===== config.mk =====
export PLATFORM = sky130hd
export DESIGN_NAME = dlh_bucket_alloc
export DESIGN_NICKNAME = d
export VERILOG_FILES = /design/src/rtl/dlh_pkg.sv /design/src/rtl/dlh_occ_store.sv /design/src/rtl/dlh_load_view.sv /design/src/rtl/dlh_pick.sv /design/src/rtl/dlh_bucket_alloc.sv
export SDC_FILE = /design/constraint.sdc
export NUM_CORES = 1
export LEC_CHECK = 0
export ABC_CLOCK_PERIOD_IN_PS = 15900
export BUFFER_PORTS_ARGS = -buffer_cell sky130_fd_sc_hd__buf_2
export CAP_MARGIN = 20
export CORE_MARGIN = 5
export CORE_UTILIZATION = 48
export CTS_CLUSTER_SIZE = 12
export DETAILED_ROUTE_END_ITERATION = 8
export SYNTH_ARGS = -nofsm -noshare
export SYNTH_HDL_FRONTEND = slang
export SYNTH_SLANG_ARGS = --single-unit

===== constraint.sdc =====
create_clock -name clk -period 15.9 [get_ports clk]
set_input_delay 3.18 -clock clk [delete_from_list [all_inputs] [get_ports clk]]
set_output_delay 3.18 -clock clk [all_outputs]
set_load 0.05 [all_outputs]

===== src/rtl/dlh_pkg.sv =====
`timescale 1ns/1ps
package dlh_pkg;
    typedef enum logic {
        ST_IDLE,
        ST_COMMIT
    } dlh_state_e;
endpackage


===== src/rtl/dlh_occ_store.sv =====
`timescale 1ns/1ps
// Per-bucket slot mask and occupancy count, updated one edge after a decision.
module dlh_occ_store #(
    parameter int NB     = 16,
    parameter int H      = 8,
    parameter int CNT_W  = 4,
    parameter int B_W    = 4,
    parameter int SLOT_W = 3
) (
    input  logic                clk,
    input  logic                rst_n,
    input  logic                inc_en,
    input  logic [B_W-1:0]      inc_bkt,
    input  logic [SLOT_W-1:0]   inc_slot,
    input  logic                dec_en,
    input  logic [B_W-1:0]      dec_bkt,
    input  logic [SLOT_W-1:0]   dec_slot,
    output logic [NB*H-1:0]     mask_flat,
    output logic [NB*CNT_W-1:0] cnt_flat
);
    for (genvar b = 0; b < NB; b++) begin : g_bkt
        logic [H-1:0]     mask_q;
        logic [CNT_W-1:0] cnt_q;
        logic             inc_hit;
        logic             dec_hit;
        logic [H-1:0]     inc_bit;
        logic [H-1:0]     dec_bit;

        always_comb begin
            inc_hit = inc_en && (inc_bkt == B_W'(b));
            dec_hit = dec_en && (dec_bkt == B_W'(b)) && mask_q[dec_slot];
            inc_bit = inc_hit ? (H'(1) << inc_slot) : '0;
            dec_bit = dec_hit ? (H'(1) << dec_slot) : '0;
        end

        always_ff @(posedge clk) begin
            if (!rst_n) begin
                mask_q <= '0;
                cnt_q  <= '0;
            end else begin
                mask_q <= (mask_q & ~dec_bit) | inc_bit;
                case ({inc_hit, dec_hit})
                    2'b10:   cnt_q <= cnt_q + 1'b1;
                    2'b01:   cnt_q <= cnt_q - 1'b1;
                    default: cnt_q <= cnt_q;
                endcase
            end
        end

        assign mask_flat[b*H +: H]         = mask_q;
        assign cnt_flat[b*CNT_W +: CNT_W]  = cnt_q;
    end
endmodule


===== src/rtl/dlh_load_view.sv =====
`timescale 1ns/1ps
// Occupancy of one candidate bucket as it will be after the pending write-back.
module dlh_load_view #(
    parameter int H      = 8,
    parameter int CNT_W  = 4,
    parameter int B_W    = 4,
    parameter int SLOT_W = 3
) (
    input  logic [B_W-1:0]    cand_bkt,
    input  logic [H-1:0]      base_mask,
    input  logic [CNT_W-1:0]  base_cnt,
    input  logic              inc_en,
    input  logic [B_W-1:0]    inc_bkt,
    input  logic [SLOT_W-1:0] inc_slot,
    input  logic              dec_en,
    input  logic [B_W-1:0]    dec_bkt,
    input  logic [SLOT_W-1:0] dec_slot,
    output logic [H-1:0]      view_mask,
    output logic [CNT_W-1:0]  view_cnt
);
    logic         inc_hit;
    logic         dec_hit;
    logic [H-1:0] inc_bit;
    logic [H-1:0] dec_bit;

    always_comb begin
        inc_hit   = inc_en && (inc_bkt == cand_bkt);
        dec_hit   = dec_en && (dec_bkt == cand_bkt) && base_mask[dec_slot];
        inc_bit   = inc_hit ? (H'(1) << inc_slot) : '0;
        dec_bit   = dec_hit ? (H'(1) << dec_slot) : '0;
        view_mask = (base_mask & ~dec_bit) | inc_bit;
        case ({inc_hit, dec_hit})
            2'b10:   view_cnt = base_cnt + 1'b1;
            2'b01:   view_cnt = base_cnt - 1'b1;
            default: view_cnt = base_cnt;
        endcase
    end
endmodule


===== src/rtl/dlh_pick.sv =====
`timescale 1ns/1ps
// Least-loaded candidate with left preference, then lowest free slot.
module dlh_pick #(
    parameter int D      = 2,
    parameter int H      = 8,
    parameter int CNT_W  = 4,
    parameter int TBL_W  = 1,
    parameter int SLOT_W = 3
) (
    input  logic [D*CNT_W-1:0] view_cnt_flat,
    input  logic [D*H-1:0]     view_mask_flat,
    output logic [TBL_W-1:0]   win_tbl,
    output logic               all_full,
    output logic [SLOT_W-1:0]  pick_slot
);
    logic [CNT_W-1:0] best;
    logic [H-1:0]     sel_mask;

    always_comb begin
        best    = view_cnt_flat[0 +: CNT_W];
        win_tbl = '0;
        for (int k = 1; k < D; k++) begin
            if (view_cnt_flat[k*CNT_W +: CNT_W] < best) begin
                best    = view_cnt_flat[k*CNT_W +: CNT_W];
                win_tbl = TBL_W'(k);
            end
        end
        all_full  = (best >= CNT_W'(H));
        sel_mask  = view_mask_flat[win_tbl*H +: H];
        pick_slot = '0;
        for (int s = H - 1; s >= 0; s--) begin
            if (!sel_mask[s]) pick_slot = SLOT_W'(s);
        end
    end
endmodule


===== src/rtl/dlh_bucket_alloc.sv =====
`timescale 1ns/1ps
module dlh_bucket_alloc #(
    parameter int D     = 2,
    parameter int W     = 8,
    parameter int H     = 8,
    parameter int KEY_W = 16,
    localparam int IDX_W  = (W > 1) ? $clog2(W) : 1,
    localparam int TBL_W  = (D > 1) ? $clog2(D) : 1,
    localparam int SLOT_W = (H > 1) ? $clog2(H) : 1,
    localparam int CNT_W  = $clog2(H + 1),
    localparam int NB     = D * W,
    localparam int B_W    = (NB > 1) ? $clog2(NB) : 1
) (
    input  logic               clk,
    input  logic               rst_n,
    input  logic               key_valid,
    output logic               key_ready,
    input  logic [KEY_W-1:0]   key_id,
    input  logic [D*IDX_W-1:0] key_cand,
    input  logic               free_valid,
    input  logic [TBL_W-1:0]   free_tbl,
    input  logic [IDX_W-1:0]   free_idx,
    input  logic [SLOT_W-1:0]  free_slot,
    output logic               res_valid,
    output logic               res_reject,
    output logic [KEY_W-1:0]   res_key,
    output logic [TBL_W-1:0]   res_tbl,
    output logic [IDX_W-1:0]   res_idx,
    output logic [SLOT_W-1:0]  res_slot
);
    import dlh_pkg::*;

    function automatic logic [B_W-1:0] gidx(input logic [TBL_W-1:0] t,
                                           input logic [IDX_W-1:0] i);
        return B_W'(t) * B_W'(W) + B_W'(i);
    endfunction

    dlh_state_e state_q, state_nx;

    logic               accept;
    logic               hazard;
    logic [B_W-1:0]     free_gbkt;
    logic [B_W-1:0]     cand_bkt [D];

    logic [KEY_W-1:0]   pend_key;
    logic [TBL_W-1:0]   pend_tbl;
    logic [IDX_W-1:0]   pend_idx;
    logic [SLOT_W-1:0]  pend_slot;
    logic [B_W-1:0]     pend_bkt;
    logic               pend_reject;
    logic               inc_en;

    logic               dpend_valid;
    logic [B_W-1:0]     dpend_bkt;
    logic [SLOT_W-1:0]  dpend_slot;

    logic [NB*H-1:0]     mask_flat;
    logic [NB*CNT_W-1:0] cnt_flat;
    logic [D*H-1:0]      view_mask_flat;
    logic [D*CNT_W-1:0]  view_cnt_flat;

    logic [TBL_W-1:0]   win_tbl;
    logic               all_full;
    logic [SLOT_W-1:0]  pick_slot;
    logic [B_W-1:0]     win_bkt;
    logic [IDX_W-1:0]   win_idx;

    assign free_gbkt = gidx(free_tbl, free_idx);
    assign inc_en    = (state_q == ST_COMMIT) && !pend_reject;

    for (genvar k = 0; k < D; k++) begin : g_cand
        assign cand_bkt[k] = gidx(TBL_W'(k), key_cand[k*IDX_W +: IDX_W]);

        dlh_load_view #(
            .H(H), .CNT_W(CNT_W), .B_W(B_W), .SLOT_W(SLOT_W)
        ) u_view (
            .cand_bkt  (cand_bkt[k]),
            .base_mask (mask_flat[cand_bkt[k]*H +: H]),
            .base_cnt  (cnt_flat[cand_bkt[k]*CNT_W +: CNT_W]),
            .inc_en    (inc_en),
            .inc_bkt   (pend_bkt),
            .inc_slot  (pend_slot),
            .dec_en    (dpend_valid),
            .dec_bkt   (dpend_bkt),
            .dec_slot  (dpend_slot),
            .view_mask (view_mask_flat[k*H +: H]),
            .view_cnt  (view_cnt_flat[k*CNT_W +: CNT_W])
        );
    end

    dlh_pick #(
        .D(D), .H(H), .CNT_W(CNT_W), .TBL_W(TBL_W), .SLOT_W(SLOT_W)
    ) u_pick (
        .view_cnt_flat  (view_cnt_flat),
        .view_mask_flat (view_mask_flat),
        .win_tbl        (win_tbl),
        .all_full       (all_full),
        .pick_slot      (pick_slot)
    );

    assign win_bkt = cand_bkt[win_tbl];
    assign win_idx = key_cand[win_tbl*IDX_W +: IDX_W];

    dlh_occ_store #(
        .NB(NB), .H(H), .CNT_W(CNT_W), .B_W(B_W), .SLOT_W(SLOT_W)
    ) u_store (
        .clk       (clk),
        .rst_n     (rst_n),
        .inc_en    (inc_en),
        .inc_bkt   (pend_bkt),
        .inc_slot  (pend_slot),
        .dec_en    (dpend_valid),
        .dec_bkt   (dpend_bkt),
        .dec_slot  (dpend_slot),
        .mask_flat (mask_flat),
        .cnt_flat  (cnt_flat)
    );

    // A release aimed at a candidate bucket is not yet visible to the view.
    always_comb begin
        hazard = 1'b0;
        for (int k = 0; k < D; k++) begin
            if (free_valid && (cand_bkt[k] == free_gbkt)) hazard = 1'b1;
        end
    end

    // Next state and handshake.
    always_comb begin
        key_ready = !hazard;
        accept    = key_valid && key_ready;
        state_nx  = state_q;
        unique case (state_q)
            ST_IDLE:   state_nx = accept ? ST_COMMIT : ST_IDLE;
            ST_COMMIT: state_nx = accept ? ST_COMMIT : ST_IDLE;
        endcase
    end

    always_ff @(posedge clk) begin
        if (!rst_n) state_q <= ST_IDLE;
        else        state_q <= state_nx;
    end

    // Decision capture and release capture.
    always_ff @(posedge clk) begin
        if (!rst_n) begin
            pend_key    <= '0;
            pend_tbl    <= '0;
            pend_idx    <= '0;
            pend_slot   <= '0;
            pend_bkt    <= '0;
            pend_reject <= 1'b0;
            dpend_valid <= 1'b0;
            dpend_bkt   <= '0;
            dpend_slot  <= '0;
        end else begin
            if (accept) begin
                pend_key    <= key_id;
                pend_tbl    <= win_tbl;
                pend_idx    <= win_idx;
                pend_slot   <= pick_slot;
                pend_bkt    <= win_bkt;
                pend_reject <= all_full;
            end
            dpend_valid <= free_valid;
            dpend_bkt   <= free_gbkt;
            dpend_slot  <= free_slot;
        end
    end

    // Result outputs, registered with the write-back.
    always_ff @(posedge clk) begin
        if (!rst_n) begin
            res_valid  <= 1'b0;
            res_reject <= 1'b0;
            res_key    <= '0;
            res_tbl    <= '0;
            res_idx    <= '0;
            res_slot   <= '0;
        end else begin
            res_valid  <= (state_q == ST_COMMIT);
            res_reject <= (state_q == ST_COMMIT) && pend_reject;
            res_key    <= pend_key;
            res_tbl    <= pend_tbl;
            res_idx    <= pend_idx;
            res_slot   <= pend_slot;
        end
    end
endmodule


# --- Word-level counts from Yosys, hierarchy flattened ---
# Index checks and enable logic that the tools add are counted.
totals:
  ff_bits: 254
  input_bits: 33
  out_inout_bits: 26
  word_cells: 411
op_classes:
  n_addsub: 38
  mul: 1
  magnitude_cmp: 4
  n_eq_ne: 72
  shifts: 8
  muxes: 106
  bitwise_logic: 55
  n_reduce_logical: 79
op_table:
  columns: ["operator", "n"]
  rows:
  - ["2-to-1 mux 8 bit", 36]
  - ["bitwise AND 8 bit", 18]
  - ["inverter 8 bit", 18]
  - ["bitwise OR 8 bit", 18]
  - ["case mux 4 bit (2 select lines)", 18]
  - ["indexed part select 128 x 7 -> 8 bit", 1]
  - ["indexed part select 128 x 8 -> 8 bit", 1]
  - ["adder 4 x 1 -> 4 bit (second input constant)", 18]
  - ["subtractor 4 x 1 -> 4 bit (second input constant)", 18]
  - ["equality test 4 bit (second input constant)", 16]
  - ["indexed part select 64 x 6 -> 4 bit", 1]
  - ["indexed part select 64 x 7 -> 4 bit", 1]
  - ["logical AND 1 bit", 59]
  - ["binary-select mux 1 bit (select 3 bit)", 18]
  - ["equality test 2 x 1 -> 1 bit (second input constant)", 18]
  - ["equality test 2 bit (second input constant)", 18]
  - ["equality test 4 x 3 -> 1 bit (second input constant)", 8]
  - ["nonzero test 2 bit", 16]
  - ["2-to-1 mux 3 bit", 8]
  - ["2-to-1 mux 1 bit", 22]
  - ["equality test 4 x 2 -> 1 bit (second input constant)", 4]
  - ["2-to-1 mux 4 bit", 4]
  - ["indexed part select 16 x 5 -> 8 bit", 1]
  - ["<< shifter 1 x 3 -> 8 bit (first input constant)", 2]
  - ["15 further kinds", 21]

# --- Logic depth before layout (Yosys ltp) ---
# Gate-level depths: netlist of run 1.
logic_depth:
  ltp_word: 18
  depth_mapped: 24
  mapped_depth_nobuf: 20

# --- By module ---
# Synthesis of run 1 repeated with hierarchy kept, for this count alone.
unflattened:
  hier_cells: 1625
  hier_area_um2: 15391.0
modules_own_cells:
  columns: ["module", "n_inst", "cells_per_inst", "area_each_um2"]
  rows:
  - ["dlh_occ_store", 1, 1181, 10697.8]
  - ["dlh_bucket_alloc", 1, 274, 3384.5]
  - ["dlh_load_view", 2, 65, 513.0]
  - ["dlh_pick", 1, 40, 282.8]

# --- Least setup slack after synthesis of run 1 ---
# Ideal clock, no wire load.
synth_timing:
  kind: "input to output"
  start: "in key_cand[5]"
  end: "out key_ready"
  arrival_ns: 4.587
  t_required_ns: 12.720
  setup_slack_ns: 8.133
  cell_stages: 6
  path_cell_list: "buf_4 buf_6 buf_6 xnor2_1 o2111a_1 nor2_1"
synth_between:
  elab_chain_cells: 5
synth_rtl:
  columns: ["item", "line_no", "rtl"]
  rows:
  - ["start: declaration", "dlh_bucket_alloc.sv:19", "input logic [D*IDX_W-1:0] key_cand,"]
  - ["adder 4 x 3 -> 4 bit", "dlh_bucket_alloc.sv:35", "return B_W'(t) * B_W'(W) + B_W'(i);"]
  - ["equality test 4 bit", "dlh_bucket_alloc.sv:123", "if (free_valid && (cand_bkt[k] == free_gbkt)) hazard = 1'b1;"]
  - ["logical AND 1 bit", "dlh_bucket_alloc.sv:123", null]
  - ["2-to-1 mux 1 bit", "dlh_bucket_alloc.sv:123", null]
  - ["logical NOT 1 bit", "dlh_bucket_alloc.sv:129", "key_ready = !hazard;"]
  - ["end: declaration", "dlh_bucket_alloc.sv:17", "output logic key_ready,"]
# No other way between the ends.

# --- Final worst setup path of run 1 ---
layout_timing:
  start: "in key_cand[0]"
  end: "out key_ready"
layout_between:
  elab_chain_cells: 5
layout_rtl:
  columns: ["item", "line_no"]
  rows:
  - ["equality test 3 x 4 -> 1 bit", "dlh_bucket_alloc.sv:123"]
  - ["logical AND 1 bit", "dlh_bucket_alloc.sv:123"]
  - ["2-to-1 mux 1 bit (2 in series)", "dlh_bucket_alloc.sv:123"]
  - ["logical NOT 1 bit", "dlh_bucket_alloc.sv:129"]
# No other way between the ends.

==> out/results.txt, run 1 <==
status: finished, final reports clean
layout cell share with drive strength beyond 1: 0.146
clock tree from TritonCTS: done
CP arrival: 4980 ps
post-route antenna net violation count: 0
pin count of the biggest net entering global routing: 110
dominant cell type by area after synthesis: sky130_fd_sc_hd__dfxtp_1
number of buffers on the longest clock path: 3
number of H-tree levels: 1
commonest cells after routing, fill and taps aside: sky130_fd_sc_hd__dfxtp_1, sky130_fd_sc_hd__a21oi_1, sky130_fd_sc_hd__nor2_1
number of primary I/O pins: 59
die outline width: 182 um
number of remaining DRC errors: 0
Cell Rows: 62
fin crit share: 0.513
total number of vias: 11.9k
Worst path most repeated cell: sky130_fd_sc_hd__buf_2
number of antenna violations at the first check in global routing: 1
most instantiated flip-flop cell in the synthesis netlist: sky130_fd_sc_hd__dfxtp_1
synth warn: 0
Die Outline Area: 33000 um2
Slowest Stage Delay on Critical Path: 550 ps
beginning of the critical path: key_cand[0]
type of the worst min-delay path: flop to flop
largest cells by area after synthesis: sky130_fd_sc_hd__dfxtp_1, sky130_fd_sc_hd__mux4_2, sky130_fd_sc_hd__a21oi_1
leakage power summed over all cells: 5.79 nW
number of sinks driven by the clock tree: 250
Worst-Margin Slew: 1130 ps
setup tns final: 0 ps
number of iterations in the first detailed-routing pass: 5
startpoint types: input pin
slowest stage cell on the critical path: sky130_fd_sc_hd__or3b_2
vias in the first global route: 11.6k
max-slew violation total from the final report: 0
Crit Reg-Reg Startpoint: dpend_slot[0]
data required time of the worst path: 12720 ps
start point of the worst hold path: pend_key[2]
FFs w/ async S/R, synth: 0
Final Hold Vio Count: 0
Setup CP Type: input pin to output port
number of port buffers: 58
Synth cell types: 61
Worst Setup Slack, final: 7740 ps
Worst Clk Skew: 25.2 ps
total power density per cell area: 92.1 nW/um2
total global routing overflow: 0
starting density of the core: 0.489
# Max-Cap Violations: 0
core region area: 28900 um2
number of flip-flops and latches in the synthesized netlist: 250
WL per Instance: 21.2 um
Layout Nets: 1675
Gates resized, CTS repair: 0
detailed router's first-iteration violation count: 1161
global-route wire length before repair: 66.7 mm
number of endpoints failing setup at the final stage: 0
Syn Inst Count: 1561
DP Wirelength: 28.5 mm
net count after synthesis: 1670
pre-CTS worst setup slack: 7590 ps
most common library cell in the layout ignoring fill and taps: sky130_fd_sc_hd__dfxtp_1
portion of the post-synthesis area used by sequential elements: 0.353
clock-pin slew on the worst setup and hold paths: 60 ps
die outline height: 182 um
peak supply drop: 90.5 uV
Yosys top cell area share: 0.353
Ant. Diodes: 0
cell area after synthesis: 14200 um2
aggregate routed wire length: 41.8 mm
Via-to-Cell Ratio: 6.04
post-synthesis average cell area: 9.07 um2
number of flops mapped to enable cells by yosys: 0
worst max-slew margin expressed relative to the limit: 0.238
maximum fanout along the worst path: 23
post-route minimum period: 8160 ps
Syn-to-layout area delta: 10.4%
Fmax achieved: 123 MHz
crit path capture type: output port
post-layout total power: 1.44 mW
RSZ-0062 raised after global routing: false
Post CTS Setup Buffer Count: 0
clock buffers created by TritonCTS: 29
clk_lat worst skew: 560 ps
global-route usage over all layers: 0.249
buffer type at the clock tree root: sky130_fd_sc_hd__clkbuf_16
count of hold buffers inserted by post-cts repair: 0
routability congestion estimate from global placement: 0.904
ordered list of cells on the worst path: buf_2 > or3b_2 > a2111oi_0 > nor2_1 > buf_2
-- cell type report --
cell class | instances | area [um2]
inverter | 88 | 335
timing repair buffer | 72 | 395
clock inverter | 9 | 124
sequential | 250 | 5010
fill | 2647 | 13300
multi-input combinational | 1125 | 8410
tap | 384 | 480
clock buffer | 42 | 875
-- metal layers --
layer | share of wire | vias to the layer above | track usage
met5 | 0.00031 | - | 0
met3 | 0.086 | 83 | 0.0510
met1 | 0.46 | 5775 | 0.363
met2 | 0.43 | 507 | 0.381
li1 | - | 5531 | -
met4 | 0.024 | 2 | 0.0588
-- metrics by stage --
step	instance area, um2	hold slack, ps	utilization	cells
6_report	15600	449	0.540	1970
4_1_cts	15600	452	0.540	1970
3_3_place_gp	14600	433	0.506	1919
3_5_place_dp	14600	438	0.506	1919
2_1_floorplan	14200	429	-	1561
5_1_grt	15600	462	0.540	1970
-- report_power, final --
part / switching, mW / total, mW / internal [mW] / leakage, nW
clock: 0.265 / 0.691 / 0.426 / 0.499
combinational: 0.0708 / 0.103 / 0.0320 / 3.26
sequential: 0.00861 / 0.646 / 0.638 / 2.03
total: 0.344 / 1.44 / 1.10 / 5.79
-- registers in the layout (all words and copies together) (netlist names) --
register              count
pend_bkt                  1
u_store.g_bkt.mask_q    128
pend_slot                 3
res_valid                 1
dpend_valid               1
state_q                   1
res_slot                  3
res_reject                1
res_key                  16
res_idx                   3
dpend_slot                3
pend_key                 16
dpend_bkt                 4
u_store.g_bkt.cnt_q      64
pend_tbl                  1
res_tbl                   1
pend_idx                  2
pend_reject               1
-- Yosys cell counts, drive strengths merged, types with 3 or more instances --
master	count
o21a	5
mux2i	25
nand2	149
xor2	39
nor3b	6
inv	88
and2	35
nor2b	8
mux4	82
nand2b	12
o2111ai	3
mux2	9
and3b	3
nor2	152
o22ai	4
o22a	19
nor3	10
clkbuf	69
fa	17
a21o	20
o21bai	14
buf	29
o21ai	138
xnor2	30
nor4	4
or2	3
ha	59
a22oi	24
dfxtp	250
and3	6
nand4	4
or3	20
o211ai	8
nand3	10
a211oi	11
a21oi	177
-- path summary, 6_finish.rpt --
check	end	slack, ps	cells past startpoint
max reg2reg	pend_slot[2]	10840	16
min reg2reg	res_key[2]	450	1
max	key_ready	7740	5
min	res_key[2]	450	1
-- critical path: cells and delay by family --
family	cells	cell delay, ps
simple gates	2	700
buf+inv	2	590
compound gates	1	510
-- cells by family after synthesis --
group	synth area share
AOI/OAI and AO/OA	0.180
and+or+nand+nor	0.137
DFF	0.353
buffers and inverters	0.0543
muxes	0.156
adders and majority gates	0.0761
xor gates and xnor gates	0.0427
(Power assumes the default switching activity.)
==> run 2: changes to the inputs <==
- ABC_CLOCK_PERIOD_IN_PS: 15900 -> 7900
- clock period: 15.9 -> 7.9 ns (I/O delays scaled with it)
==> run 2 against run 1 <==
Against the previous run: design area shrank 0.14%; sequential power increased by 100%; die area stayed put; routed wire length is 2.9% higher; hold slack worse by 1.3 ps; register-to-register slack got worse by 8200 ps; sequential cell count unchanged; final cell count up 0.25%; largest power group unchanged; non-clock buffer count increased by 6; global-route usage is 0.58 points higher; sequential share of layout area about the same.
==> out/results.txt, run 2 (same netlist as run 1, synthesis figures left out) <==
status: finished, final reports clean
routability congestion estimate from global placement: 0.939
total number of vias: 12.0k
clk_lat worst skew: 550 ps
fin crit share: 0.778
number of H-tree levels: 1
starting density of the core: 0.489
detailed router's first-iteration violation count: 1203
leakage power summed over all cells: 5.79 nW
total power density per cell area: 182 nW/um2
Worst Setup Slack, final: 1750 ps
Worst-Margin Slew: 1150 ps
Final Util: 0.539
Post CTS Setup Buffer Count: 0
post-route design area: 15600 um2
Cell Area, Placed: 14700 um2
clock tree from TritonCTS: done
aggregate routed wire length: 43.0 mm
maximum fanout along the worst path: 24
core region area: 28900 um2
pin count of the biggest net entering global routing: 104
register with the highest flop count: u_store.g_bkt.mask_q
beginning of the critical path: key_cand[5]
crit path capture type: flop
layout cell share with drive strength beyond 1: 0.147
Fmax achieved: 163 MHz
setup tns final: 0 ps
max-slew violation total from the final report: 0
Combinational Power Share: 0.072
RSZ-0062 raised after global routing: false
type of the worst min-delay path: flop to flop
number of iterations in the first detailed-routing pass: 6
DP Wirelength: 29.3 mm
most common library cell in the layout ignoring fill and taps: sky130_fd_sc_hd__dfxtp_1
vias in the first global route: 11.4k
number of port buffers: 58
post-route antenna net violation count: 0
# Max-Cap Violations: 0
Power Internal: 2.15 mW
total global routing overflow: 0
pre-CTS worst setup slack: 1320 ps
Gates resized, CTS repair: 0
global-route usage over all layers: 0.255
Regs by FF count: u_store.g_bkt.mask_q (128), u_store.g_bkt.cnt_q (64)
clock buffers created by TritonCTS: 28
number of flip-flops under the largest register name: 128
buffer type at the clock tree root: sky130_fd_sc_hd__clkbuf_16
share of power burned in registers: 0.459
number of antenna violations at the first check in global routing: 1
start point of the worst hold path: pend_key[14]
peak supply drop: 142 uV
number of remaining DRC errors: 0
switching power: 692 uW
Cell Rows: 62
Syn-to-layout area delta: 10.2%
Setup CP Type: input pin to flop
clock-pin slew on the worst setup and hold paths: 60 ps
CP arrival: 6590 ps
Die Outline Area: 33000 um2
post-route minimum period: 6150 ps
Worst Clk Skew: 16.6 ps
number of sinks driven by the clock tree: 250
number of endpoints failing setup at the final stage: 0
part of the total power dissipated in the clock network: 0.469
number of primary I/O pins: 59
commonest cells after routing, fill and taps aside: sky130_fd_sc_hd__dfxtp_1, sky130_fd_sc_hd__a21oi_1, sky130_fd_sc_hd__nor2_1
worst hold margin: 448 ps
Crit Reg-Reg Startpoint: dpend_slot[0]
die outline height: 182 um
die outline width: 182 um
WL per Instance: 21.8 um
global-route wire length before repair: 67.8 mm
worst max-slew margin expressed relative to the limit: 0.237
switching share of power: 0.244
startpoint types: input pin
Final Hold Vio Count: 0
data required time of the worst path: 8350 ps
Via-to-Cell Ratio: 6.08
count of hold buffers inserted by post-cts repair: 0
number of buffers on the longest clock path: 3
Ant. Diodes: 0
Layout Nets: 1680
run 2: cell types whose count changed in the layout (fill, tap and decap cells not counted), sizes merged:
cell / previous run / this run
inv: 89 / 88
clkbuf: 42 / 40
buf: 72 / 77
clkinv: 5 / 8
run 2: area by class of cell:
| class | count | area [um2] |
|---|---|---|
| Clock buffer | 39 | 803 |
| Clock inverter | 11 | 130 |
| Fill cell | 2608 | 13300 |
| Inverter | 88 | 335 |
| Multi-Input combinational cell | 1125 | 8410 |
| Sequential cell | 250 | 5010 |
| Tap cell | 384 | 480 |
| Timing Repair Buffer | 78 | 438 |
run 2: path summary, 6_finish.rpt:
path / cells past startpoint / to / slack (ps)
max: 19 / pend_idx[1] / 1750
min: 1 / res_key[14] / 450
max reg2reg: 17 / pend_idx[1] / 2670
min reg2reg: 1 / res_key[14] / 450
run 2: routing by layer:
metal / share of wire / global-route usage / vias up
met1: 0.44 / 0.371 / 5783
li1: - / - / 5535
met5: 0.00030 / 0 / -
met4: 0.032 / 0.0721 / 2
met2: 0.43 / 0.385 / 573
met3: 0.097 / 0.0520 / 110
run 2: through the flow:
step           power (mW)  cells
2_1_floorplan        1.48   1561
3_3_place_gp         1.53   1923
4_1_cts              2.86   1973
6_report             2.84   1975
5_1_grt              2.94   1975
3_5_place_dp         1.53   1923
run 2: power groups by stage:
stage,Clock (mW),Sequential [mW],Combinational (mW)
6_report,1.33,1.30,0.204
2_1_floorplan,0,1.34,0.137
3_3_place_gp,0,1.33,0.200
4_1_cts,1.36,1.30,0.203
3_5_place_dp,0,1.33,0.202
5_1_grt,1.41,1.31,0.219
run 2: worst max-delay path, cell delays in order:
cell and delay, ps:
sky130_fd_sc_hd__buf_2 660, sky130_fd_sc_hd__mux4_2 590, sky130_fd_sc_hd__mux2i_1 290, sky130_fd_sc_hd__mux2_2 210
sky130_fd_sc_hd__mux2i_1 60, sky130_fd_sc_hd__nor2_1 200, sky130_fd_sc_hd__a211oi_1 110, sky130_fd_sc_hd__ha_1 270
sky130_fd_sc_hd__ha_1 220, sky130_fd_sc_hd__or2_2 300, sky130_fd_sc_hd__o32ai_1 310, sky130_fd_sc_hd__a211oi_1 110
sky130_fd_sc_hd__xnor2_1 250, sky130_fd_sc_hd__ha_1 260, sky130_fd_sc_hd__o21ai_0 100, sky130_fd_sc_hd__nor2b_1 430
sky130_fd_sc_hd__nor2_2 200, sky130_fd_sc_hd__mux2i_1 160, sky130_fd_sc_hd__a211oi_1 260
